==> src/rtl/dip_pkg.sv <==
package dip_pkg;

   typedef enum logic [1:0] {
      CL_INT = 2'b00,
      CL_MEM = 2'b01,
      CL_FP  = 2'b10,
      CL_NOP = 2'b11
   } iclass_e;

   localparam int CLASS_W = 2;
   localparam int FLAG_W  = 2;   // load flag and register-file flag

   function automatic logic pair_left_ok(input iclass_e c);
      return (c == CL_INT) || (c == CL_MEM);
   endfunction

endpackage

==> src/rtl/dip_slot_decode.sv <==
module dip_slot_decode
   import dip_pkg::*;
#(
   parameter int INSN_W    = 32,
   parameter int REG_IDX_W = 5
)(
   input  logic [INSN_W-1:0]    insn,
   output iclass_e              cls,
   output logic                 live,
   output logic                 is_load,
   output logic                 wr_en,
   output logic [REG_IDX_W:0]   wr_id,
   output logic [1:0]           rd_en,
   output logic [REG_IDX_W:0]   rd_id0,
   output logic [REG_IDX_W:0]   rd_id1
);

   localparam int FIELD_BITS = CLASS_W + 3*REG_IDX_W + FLAG_W;
   localparam int DST_HI     = INSN_W - CLASS_W - 1;
   localparam int S1_HI      = DST_HI - REG_IDX_W;
   localparam int S2_HI      = S1_HI - REG_IDX_W;
   localparam int LD_BIT     = S2_HI - REG_IDX_W;
   localparam int FILE_BIT   = LD_BIT - 1;

   if (FIELD_BITS > INSN_W) begin : g_bad_fields
      $error("dip_slot_decode: fields need %0d bits, INSN_W=%0d", FIELD_BITS, INSN_W);
   end

   if (FILE_BIT > 0) begin : g_spare
      logic unused_spare;
      assign unused_spare = ^insn[FILE_BIT-1:0];
   end

   logic [REG_IDX_W-1:0] f_dst, f_s1, f_s2;
   logic                 f_ld, f_file;

   assign cls    = iclass_e'(insn[INSN_W-1 -: CLASS_W]);
   assign f_dst  = insn[DST_HI -: REG_IDX_W];
   assign f_s1   = insn[S1_HI  -: REG_IDX_W];
   assign f_s2   = insn[S2_HI  -: REG_IDX_W];
   assign f_ld   = insn[LD_BIT];
   assign f_file = insn[FILE_BIT];

   always_comb begin
      live    = 1'b1;
      is_load = 1'b0;
      wr_en   = 1'b0;
      wr_id   = '0;
      rd_en   = 2'b00;
      rd_id0  = '0;
      rd_id1  = '0;
      unique case (cls)
         CL_INT: begin
            wr_en  = 1'b1;
            wr_id  = {1'b0, f_dst};
            rd_en  = 2'b11;
            rd_id0 = {1'b0, f_s1};
            rd_id1 = {1'b0, f_s2};
         end
         CL_FP: begin
            wr_en  = 1'b1;
            wr_id  = {1'b1, f_dst};
            rd_en  = 2'b11;
            rd_id0 = {1'b1, f_s1};
            rd_id1 = {1'b1, f_s2};
         end
         CL_MEM: begin
            rd_en[0] = 1'b1;
            rd_id0   = {1'b0, f_s1};
            if (f_ld) begin
               is_load = 1'b1;
               wr_en   = 1'b1;
               wr_id   = {f_file, f_dst};
            end else begin
               rd_en[1] = 1'b1;
               rd_id1   = {f_file, f_s2};
            end
         end
         default: begin
            live = 1'b0;
         end
      endcase
   end

   // a store never claims a destination
   always_comb begin
      if (cls == CL_MEM && !f_ld)
         assert (!wr_en) else $error("AST_STORE_NO_DEST");
   end

endmodule

==> src/rtl/dip_load_track.sv <==
module dip_load_track #(
   parameter int RID_W = 6,
   parameter int DEPTH = 1,
   parameter int NQ    = 4
)(
   input  logic                      clk,
   input  logic                      rst_n,
   input  logic                      ld_fire,
   input  logic [RID_W-1:0]          ld_id,
   input  logic [NQ-1:0]             q_en,
   input  logic [NQ-1:0][RID_W-1:0]  q_id,
   output logic [NQ-1:0]             q_hit
);

   if (DEPTH < 1) begin : g_bad_depth
      $error("dip_load_track: DEPTH must be at least 1");
   end
   if (NQ < 1) begin : g_bad_nq
      $error("dip_load_track: NQ must be at least 1");
   end

   logic [DEPTH-1:0]            st_v;
   logic [DEPTH-1:0][RID_W-1:0] st_id;

   always_ff @(posedge clk or negedge rst_n) begin
      if (!rst_n) begin
         st_v  <= '0;
         st_id <= '0;
      end else begin
         st_v[0]  <= ld_fire;
         st_id[0] <= ld_id;
         for (int s = 1; s < DEPTH; s++) begin
            st_v[s]  <= st_v[s-1];
            st_id[s] <= st_id[s-1];
         end
      end
   end

   for (genvar q = 0; q < NQ; q++) begin : g_query
      always_comb begin
         q_hit[q] = 1'b0;
         for (int s = 0; s < DEPTH; s++)
            if (q_en[q] && st_v[s] && (st_id[s] == q_id[q]))
               q_hit[q] = 1'b1;
      end
   end

   // a fresh load is always visible to the next cycle's queries
   AST_RECORD_FRESH: assert property (@(posedge clk) disable iff (!rst_n)
      $past(ld_fire) && q_en[0] && q_id[0] == $past(ld_id) |-> q_hit[0]);

endmodule

==> src/rtl/dip_pair_ctrl.sv <==
module dip_pair_ctrl
   import dip_pkg::*;
#(
   parameter int RID_W = 6
)(
   input  logic             clk,
   input  logic             rst_n,
   input  logic             pkt_go,
   input  iclass_e          l_cls,
   input  logic             l_live,
   input  logic             l_wr_en,
   input  logic [RID_W-1:0] l_wr_id,
   input  logic             l_haz,
   input  iclass_e          r_cls,
   input  logic             r_live,
   input  logic [1:0]       r_rd_en,
   input  logic [RID_W-1:0] r_rd_id0,
   input  logic [RID_W-1:0] r_rd_id1,
   input  logic             r_haz,
   output logic             issue_l,
   output logic             issue_r,
   output logic             ready
);

   logic left_done;
   logic l_pend, l_gone, pairable, same_raw, r_order_ok;

   assign l_pend     = l_live && !left_done;
   assign issue_l    = pkt_go && l_pend && !l_haz;
   assign l_gone     = !l_pend || issue_l;
   assign pairable   = pair_left_ok(l_cls) && (r_cls == CL_FP);
   assign same_raw   = l_wr_en &&
                       ((r_rd_en[0] && (r_rd_id0 == l_wr_id)) ||
                        (r_rd_en[1] && (r_rd_id1 == l_wr_id)));
   assign r_order_ok = !l_pend || (issue_l && pairable && !same_raw);
   assign issue_r    = pkt_go && r_live && r_order_ok && !r_haz;
   assign ready      = pkt_go && l_gone && (!r_live || issue_r);

   always_ff @(posedge clk or negedge rst_n) begin
      if (!rst_n)       left_done <= 1'b0;
      else if (ready)   left_done <= 1'b0;
      else if (issue_l) left_done <= 1'b1;
   end

   AST_PAIR_CLASSES: assert property (@(posedge clk) disable iff (!rst_n)
      issue_l && issue_r |-> pair_left_ok(l_cls) && r_cls == CL_FP);
   AST_RIGHT_ORDER: assert property (@(posedge clk) disable iff (!rst_n)
      issue_r |-> !l_live || issue_l || left_done);
   AST_NO_REISSUE: assert property (@(posedge clk) disable iff (!rst_n)
      $past(issue_l) && !$past(ready) |-> !issue_l);
   AST_SAME_RAW: assert property (@(posedge clk) disable iff (!rst_n)
      issue_l && issue_r && l_wr_en |->
         !(r_rd_en[0] && r_rd_id0 == l_wr_id) && !(r_rd_en[1] && r_rd_id1 == l_wr_id));
   AST_READY_COMPLETE: assert property (@(posedge clk) disable iff (!rst_n)
      ready |-> (!l_live || issue_l || left_done) && (!r_live || issue_r));
   AST_FRESH_PACKET: assert property (@(posedge clk) disable iff (!rst_n)
      $past(ready) |-> !left_done);
   AST_IDLE_QUIET: assert property (@(posedge clk) disable iff (!rst_n)
      !pkt_go |-> !issue_l && !issue_r && !ready);

endmodule

==> src/rtl/dual_issue_pair.sv <==
module dual_issue_pair
   import dip_pkg::*;
#(
   parameter int INSN_W     = 32,
   parameter int REG_IDX_W  = 5,
   parameter int LOAD_DELAY = 1,
   parameter bit LEFT_UPPER = 1'b1
)(
   input  logic                clk,
   input  logic                rst_n,
   input  logic                pkt_valid,
   input  logic [2*INSN_W-1:0] pkt_data,
   output logic                issue_left,
   output logic                issue_right,
   output logic                fetch_ready
);

   localparam int RID_W  = REG_IDX_W + 1;
   localparam int NSLOT  = 2;
   localparam int NQUERY = 2 * NSLOT;

   if (INSN_W < 8) begin : g_bad_width
      $error("dual_issue_pair: INSN_W too small");
   end
   if (LOAD_DELAY < 1) begin : g_bad_delay
      $error("dual_issue_pair: LOAD_DELAY must be at least 1");
   end

   // slot 0 = left, slot 1 = right
   logic [NSLOT-1:0][INSN_W-1:0] slot_insn;
   iclass_e                      s_cls     [NSLOT];
   logic [NSLOT-1:0]             s_live, s_load, s_wr_en;
   logic [RID_W-1:0]             s_wr_id   [NSLOT];
   logic [1:0]                   s_rd_en   [NSLOT];
   logic [RID_W-1:0]             s_rd_id0  [NSLOT];
   logic [RID_W-1:0]             s_rd_id1  [NSLOT];

   if (LEFT_UPPER) begin : g_left_upper
      assign slot_insn[0] = pkt_data[2*INSN_W-1:INSN_W];
      assign slot_insn[1] = pkt_data[INSN_W-1:0];
   end else begin : g_left_lower
      assign slot_insn[0] = pkt_data[INSN_W-1:0];
      assign slot_insn[1] = pkt_data[2*INSN_W-1:INSN_W];
   end

   for (genvar s = 0; s < NSLOT; s++) begin : g_slot
      dip_slot_decode #(
         .INSN_W    (INSN_W),
         .REG_IDX_W (REG_IDX_W)
      ) i_dec (
         .insn    (slot_insn[s]),
         .cls     (s_cls[s]),
         .live    (s_live[s]),
         .is_load (s_load[s]),
         .wr_en   (s_wr_en[s]),
         .wr_id   (s_wr_id[s]),
         .rd_en   (s_rd_en[s]),
         .rd_id0  (s_rd_id0[s]),
         .rd_id1  (s_rd_id1[s])
      );
   end

   logic [NQUERY-1:0]             q_en, q_hit;
   logic [NQUERY-1:0][RID_W-1:0]  q_id;
   logic                          pkt_go, ld_fire;

   for (genvar s = 0; s < NSLOT; s++) begin : g_q
      assign q_en[2*s]   = s_rd_en[s][0];
      assign q_en[2*s+1] = s_rd_en[s][1];
      assign q_id[2*s]   = s_rd_id0[s];
      assign q_id[2*s+1] = s_rd_id1[s];
   end

   assign pkt_go  = pkt_valid && rst_n;
   assign ld_fire = issue_left && s_load[0] && s_wr_en[0];

   dip_load_track #(
      .RID_W (RID_W),
      .DEPTH (LOAD_DELAY),
      .NQ    (NQUERY)
   ) i_track (
      .clk     (clk),
      .rst_n   (rst_n),
      .ld_fire (ld_fire),
      .ld_id   (s_wr_id[0]),
      .q_en    (q_en),
      .q_id    (q_id),
      .q_hit   (q_hit)
   );

   dip_pair_ctrl #(
      .RID_W (RID_W)
   ) i_ctrl (
      .clk      (clk),
      .rst_n    (rst_n),
      .pkt_go   (pkt_go),
      .l_cls    (s_cls[0]),
      .l_live   (s_live[0]),
      .l_wr_en  (s_wr_en[0]),
      .l_wr_id  (s_wr_id[0]),
      .l_haz    (|q_hit[1:0]),
      .r_cls    (s_cls[1]),
      .r_live   (s_live[1]),
      .r_rd_en  (s_rd_en[1]),
      .r_rd_id0 (s_rd_id0[1]),
      .r_rd_id1 (s_rd_id1[1]),
      .r_haz    (|q_hit[3:2]),
      .issue_l  (issue_left),
      .issue_r  (issue_right),
      .ready    (fetch_ready)
   );

   logic unused_right;
   assign unused_right = s_load[1] ^ s_wr_en[1] ^ (^s_wr_id[1]);

   // nothing reads a just-loaded register in the cycle after the load
   AST_LOAD_USE: assert property (@(posedge clk) disable iff (!rst_n)
      $past(ld_fire) |->
         !(issue_left  && ((s_rd_en[0][0] && s_rd_id0[0] == $past(s_wr_id[0])) ||
                           (s_rd_en[0][1] && s_rd_id1[0] == $past(s_wr_id[0])))) &&
         !(issue_right && ((s_rd_en[1][0] && s_rd_id0[1] == $past(s_wr_id[0])) ||
                           (s_rd_en[1][1] && s_rd_id1[1] == $past(s_wr_id[0])))));

endmodule

==> config.mk <==
export PLATFORM = sky130hd
export DESIGN_NAME = dual_issue_pair
export DESIGN_NICKNAME = d
export VERILOG_FILES = /design/src/rtl/dip_pkg.sv /design/src/rtl/dip_slot_decode.sv /design/src/rtl/dip_load_track.sv /design/src/rtl/dip_pair_ctrl.sv /design/src/rtl/dual_issue_pair.sv
export SDC_FILE = /design/constraint.sdc
export NUM_CORES = 1
export LEC_CHECK = 0
export ABC_AREA = 0
export BUFFER_PORTS_ARGS = -buffer_cell sky130_fd_sc_hd__buf_2
export CAP_MARGIN = 25
export CORE_ASPECT_RATIO = 1.2
export CORE_MARGIN = 2
export CORE_UTILIZATION = 47
export CTS_BUF_LIST = sky130_fd_sc_hd__clkbuf_16
export DETAILED_ROUTE_END_ITERATION = 16
export GPL_ROUTABILITY_DRIVEN = 0
export MAX_ROUTING_LAYER = met4
export PLACE_DENSITY = 0.85
export SYNTH_ARGS = -nofsm -noshare
export SYNTH_HDL_FRONTEND = slang
export SYNTH_HIERARCHICAL = 1
export SYNTH_SLANG_ARGS = --single-unit
==> constraint.sdc <==
create_clock -name clk -period 4.8 [get_ports clk]
set_clock_uncertainty 0.1 [all_clocks]
set_input_delay 0.48 -clock clk [delete_from_list [all_inputs] [get_ports clk]]
set_output_delay 0.48 -clock clk [all_outputs]
set_load 0.05 [all_outputs]
* After elaboration in Yosys (flattened, before gate mapping)
Index checks and enable logic that the tools add are counted.
** Operators by class
- Mux-type cells :: 23
- Reduce and logical (&&, ||, !) cells :: 47
- Equality and inequality tests :: 10
** Operators with widths (number)
- 6-bit case mux with 3 select lines :: 3
- 6-bit == test :: 6
- 1-bit logical AND :: 25
- 6-bit case mux with 2 select lines :: 2
- 6-bit two-way mux :: 3
- 1-bit two-way mux :: 12
- 2-bit OR reduction :: 6
- 2-bit case mux with 2 select lines :: 2
- 1-bit logical NOT :: 6
- 3-bit OR reduction :: 2
- 1-bit logical OR :: 5
- 2-bit by 1-bit == test with 1-bit output, second input constant :: 2
- 2-bit == test, second input constant :: 2
- 2-bit logical NOT :: 2
- 1-bit case mux with 2 select lines :: 1
- 2-bit nonzero test :: 1
** Word-level totals
- Input bits :: 67
- Output and inout bits :: 3
- Flip-flop bits (word level) :: 8
- Word-level logic and storage cells :: 83

* Depth between registers and ports, before layout
- Depth after elaboration :: 17
- Depth in mapped cells :: 12
- Gate-level depth less buffers :: 11

* Modules after synthesis
The synthesis kept the hierarchy.
** Modules (own cells, without submodules)
- dip_load_track :: cells an instance 44, area each 474.2 µm², times used 1, seq. area each 175.2 µm²
- dip_slot_decode :: cells an instance 28, area each 201.4 µm², times used 2, seq. area each 0.0 µm²
- dip_pair_ctrl :: cells an instance 36, area each 286.5 µm², times used 1, seq. area each 25.0 µm²
- dual_issue_pair :: cells an instance 4, area each 25.0 µm², times used 1, seq. area each 0.0 µm²

* Worst setup path before layout
No wires, ideal clock.
- Path type :: input-to-output
- Start point :: in pkt_data[62]
- End point :: out issue_right
- Required time :: 4220 ps
- Setup slack :: 1460 ps
- Arrival time :: 2760 ps
- Stages :: 12
- Buffers on the path :: 1
- Cells stage by stage :: buf_4 nor4bb_1 or2_1 xnor2_1 nand3_1 nor4_2 or2_1 inv_1 and3_4 nand3_2 a21o_1 a211oi_2
** RTL lines
- from (decl) :: line dual_issue_pair.sv:12 : input logic [2*INSN_W-1:0] pkt_data,
- to (decl) :: line dual_issue_pair.sv:14 : output logic issue_right,

==> results.sh <==
export IMPL_outcome="completed"
export IMPL_antenna_found_initial=0
export IMPL_clockBufferDepth=2
export IMPL_grt_overflow_total=0
export IMPL_area_growth_pct=22.5
export IMPL_crit_fanout=11
export IMPL_cts_tree="built"
export IMPL_clockRootBuffer="clkbuf_16"
export IMPL_cp_start_kind="primary input"
export IMPL_instances_no_fill=195
export IMPL_cts_buffers_inserted=3
export IMPL_grt_max_degree=13
export IMPL_drt_iter0_markers=21
export IMPL_fin_ws_ns=1.41
export IMPL_insertion_delay_ns=0.24
export IMPL_worst_setup_path_end_kind="output port"
export IMPL_drive_gt1_frac=0.323
export IMPL_portBuffers=38
export IMPL_synth_nets=197
export IMPL_r2r_start="i_track/st_id[3]"
export IMPL_r2r_end="i_track/st_v"
export IMPL_hold_path_class="in2reg"
export IMPL_h_tree_depth=1
export IMPL_viasPerCell=5.37
export IMPL_rsz0062_at_grt="false"
export IMPL_cp_num_buf_inv=3
export IMPL_nets=233
export IMPL_dp_hpwl_um=2310
export IMPL_hold_path_endpoint="i_track/st_id[5]"
export IMPL_via_count=1047
export IMPL_fmax_mhz=295
export IMPL_die_area_um2=2770
export IMPL_hold_viol=0
export IMPL_powerDensity_nw_per_um2=244
export IMPL_layout_min_cycle_time_ns=3.39
export IMPL_first_pass_iters=4
export IMPL_place_area_um2=1270
export IMPL_grt_pass1_vias=1116
export IMPL_cts_num_sinks=8
export IMPL_core_um2=2260
export IMPL_die_x_um=48.4
export IMPL_reg2reg_depth=7
export IMPL_grt_usage=0.242
export IMPL_setup_tns_ns=0
export IMPL_critPathTopFamily="simple AND/OR/NAND/NOR gates"
export IMPL_grt_pass1_wl_um=4810
export IMPL_insertedDiodeCount=0
export IMPL_maxCapViolCount=0
export IMPL_num_rows=19
export IMPL_clk_pin_slew_ns=0.04
export IMPL_io_pins=70
export IMPL_total_power_mw=0.332
export IMPL_postSynthAreaPerCell_um2=8.54
export IMPL_slowest_delay_ns=0.30
export IMPL_dp_cells=191
export IMPL_peakVddDrop_uv=166
export IMPL_post_cts_setup_buffers=0
export IMPL_syn_inst=130
export IMPL_final_area_um2=1360
export IMPL_regToRegSetupSlack_ns=2.89
export IMPL_initial_core_util=0.491
export IMPL_crit_chain="buf_2 -> and2b_2 -> or2_1 -> xnor2_1 -> nand3_1 -> nor4_2 -> or2_1 -> inv_1 -> and3_4 -> nand3_2 -> a21o_1 -> a211oi_2 -> buf_2"
export IMPL_tightest_slew_ns=0.607
export IMPL_hp_start="pkt_data[45]"
export IMPL_crit_required_ns=4.22
export IMPL_drt_total_wl_um=2840
export IMPL_yosysWarningCount=6
export IMPL_wl_per_cell_um=14.6
export IMPL_die_h_um=57.2
export IMPL_slew_violations=0
export IMPL_leakage_nw=0.588
export IMPL_hold_depth=2
export IMPL_utilization=0.602
export IMPL_cp_slowest_cell="buf_2"
export IMPL_ant_nets=0
export IMPL_critPathKind="in2out"
export IMPL_dpl_worst_slack_ns=1.44
export IMPL_slew_headroom=0.592
export IMPL_netlist_area_um2=1110
export IMPL_critical_path_startpoint="pkt_data[62]"
export IMPL_setup_violations=0
export IMPL_holdWs_ns=0.483
export IMPL_cp_arrival_ns=2.81
export IMPL_drc=0
export IMPL_period_share=0.706
[area by class of cell]
type	instances	area (um2)
Tap cell	31	38.8
Timing Repair Buffer	39	200
Inverter	1	3.75
Multi-Input combinational cell	113	842
Sequential cell	8	200
Fill cell	199	898
Clock buffer	3	75.1
[worst register-to-register path, cell delays in order (launching register included)]
cell     delay (ns)
dfrtp_1        0.46
xnor2_1        0.19
nand3_1        0.12
nor4_2         0.35
or2_1          0.18
inv_1          0.06
and3_4         0.16
and3_1         0.18
[state kept, by name (all words and copies together) (netlist names)]
signal,cells
i_ctrl/left_done,1
i_track/st_id,6
i_track/st_v,1
[timing repair]
item                                   CTS  global route
endpoints found under the hold margin    8             0
gates resized for setup                  0             0
hold buffers                             1             0
[layout by cell type, fill, tap and decap left out, types with 2 or more instances in the layout]
cell type	instances
and3_1	2
nor4bb_1	2
o21ai_2	2
nor4_2	2
a21o_1	2
nand3_1	10
or2_1	4
nand2_1	6
nor4_1	2
and2b_2	2
dfrtp_1	8
buf_2	38
clkbuf_16	3
xor2_1	8
xnor2_1	28
o22ai_1	2
and2_1	21
nand4_1	3
a21boi_0	6
[routing by layer]
layer  wire, um  global-route usage  vias to the layer above
met2       1510               0.429                       43
met4        168               0.224                        0
met3         98              0.0262                       16
met1       1070               0.229                      474
li1           -                   -                      514
met5          0                   -                        -
[worst max path at each step]
stage / to / cells past startpoint
after CTS: issue_right / 13
final: issue_right / 13
after floorplan: issue_right / 12
after detailed placement: issue_right / 13
after global routing: issue_right / 13
after global placement: issue_right / 13
[power by group]
part | switching [mW] | internal, mW | total [mW]
clock network | 0.0357 | 0.108 | 0.143
registers | 0.00878 | 0.0725 | 0.0813
logic | 0.0542 | 0.0531 | 0.107
total | 0.0986 | 0.233 | 0.332
(Power assumes the default switching activity.)
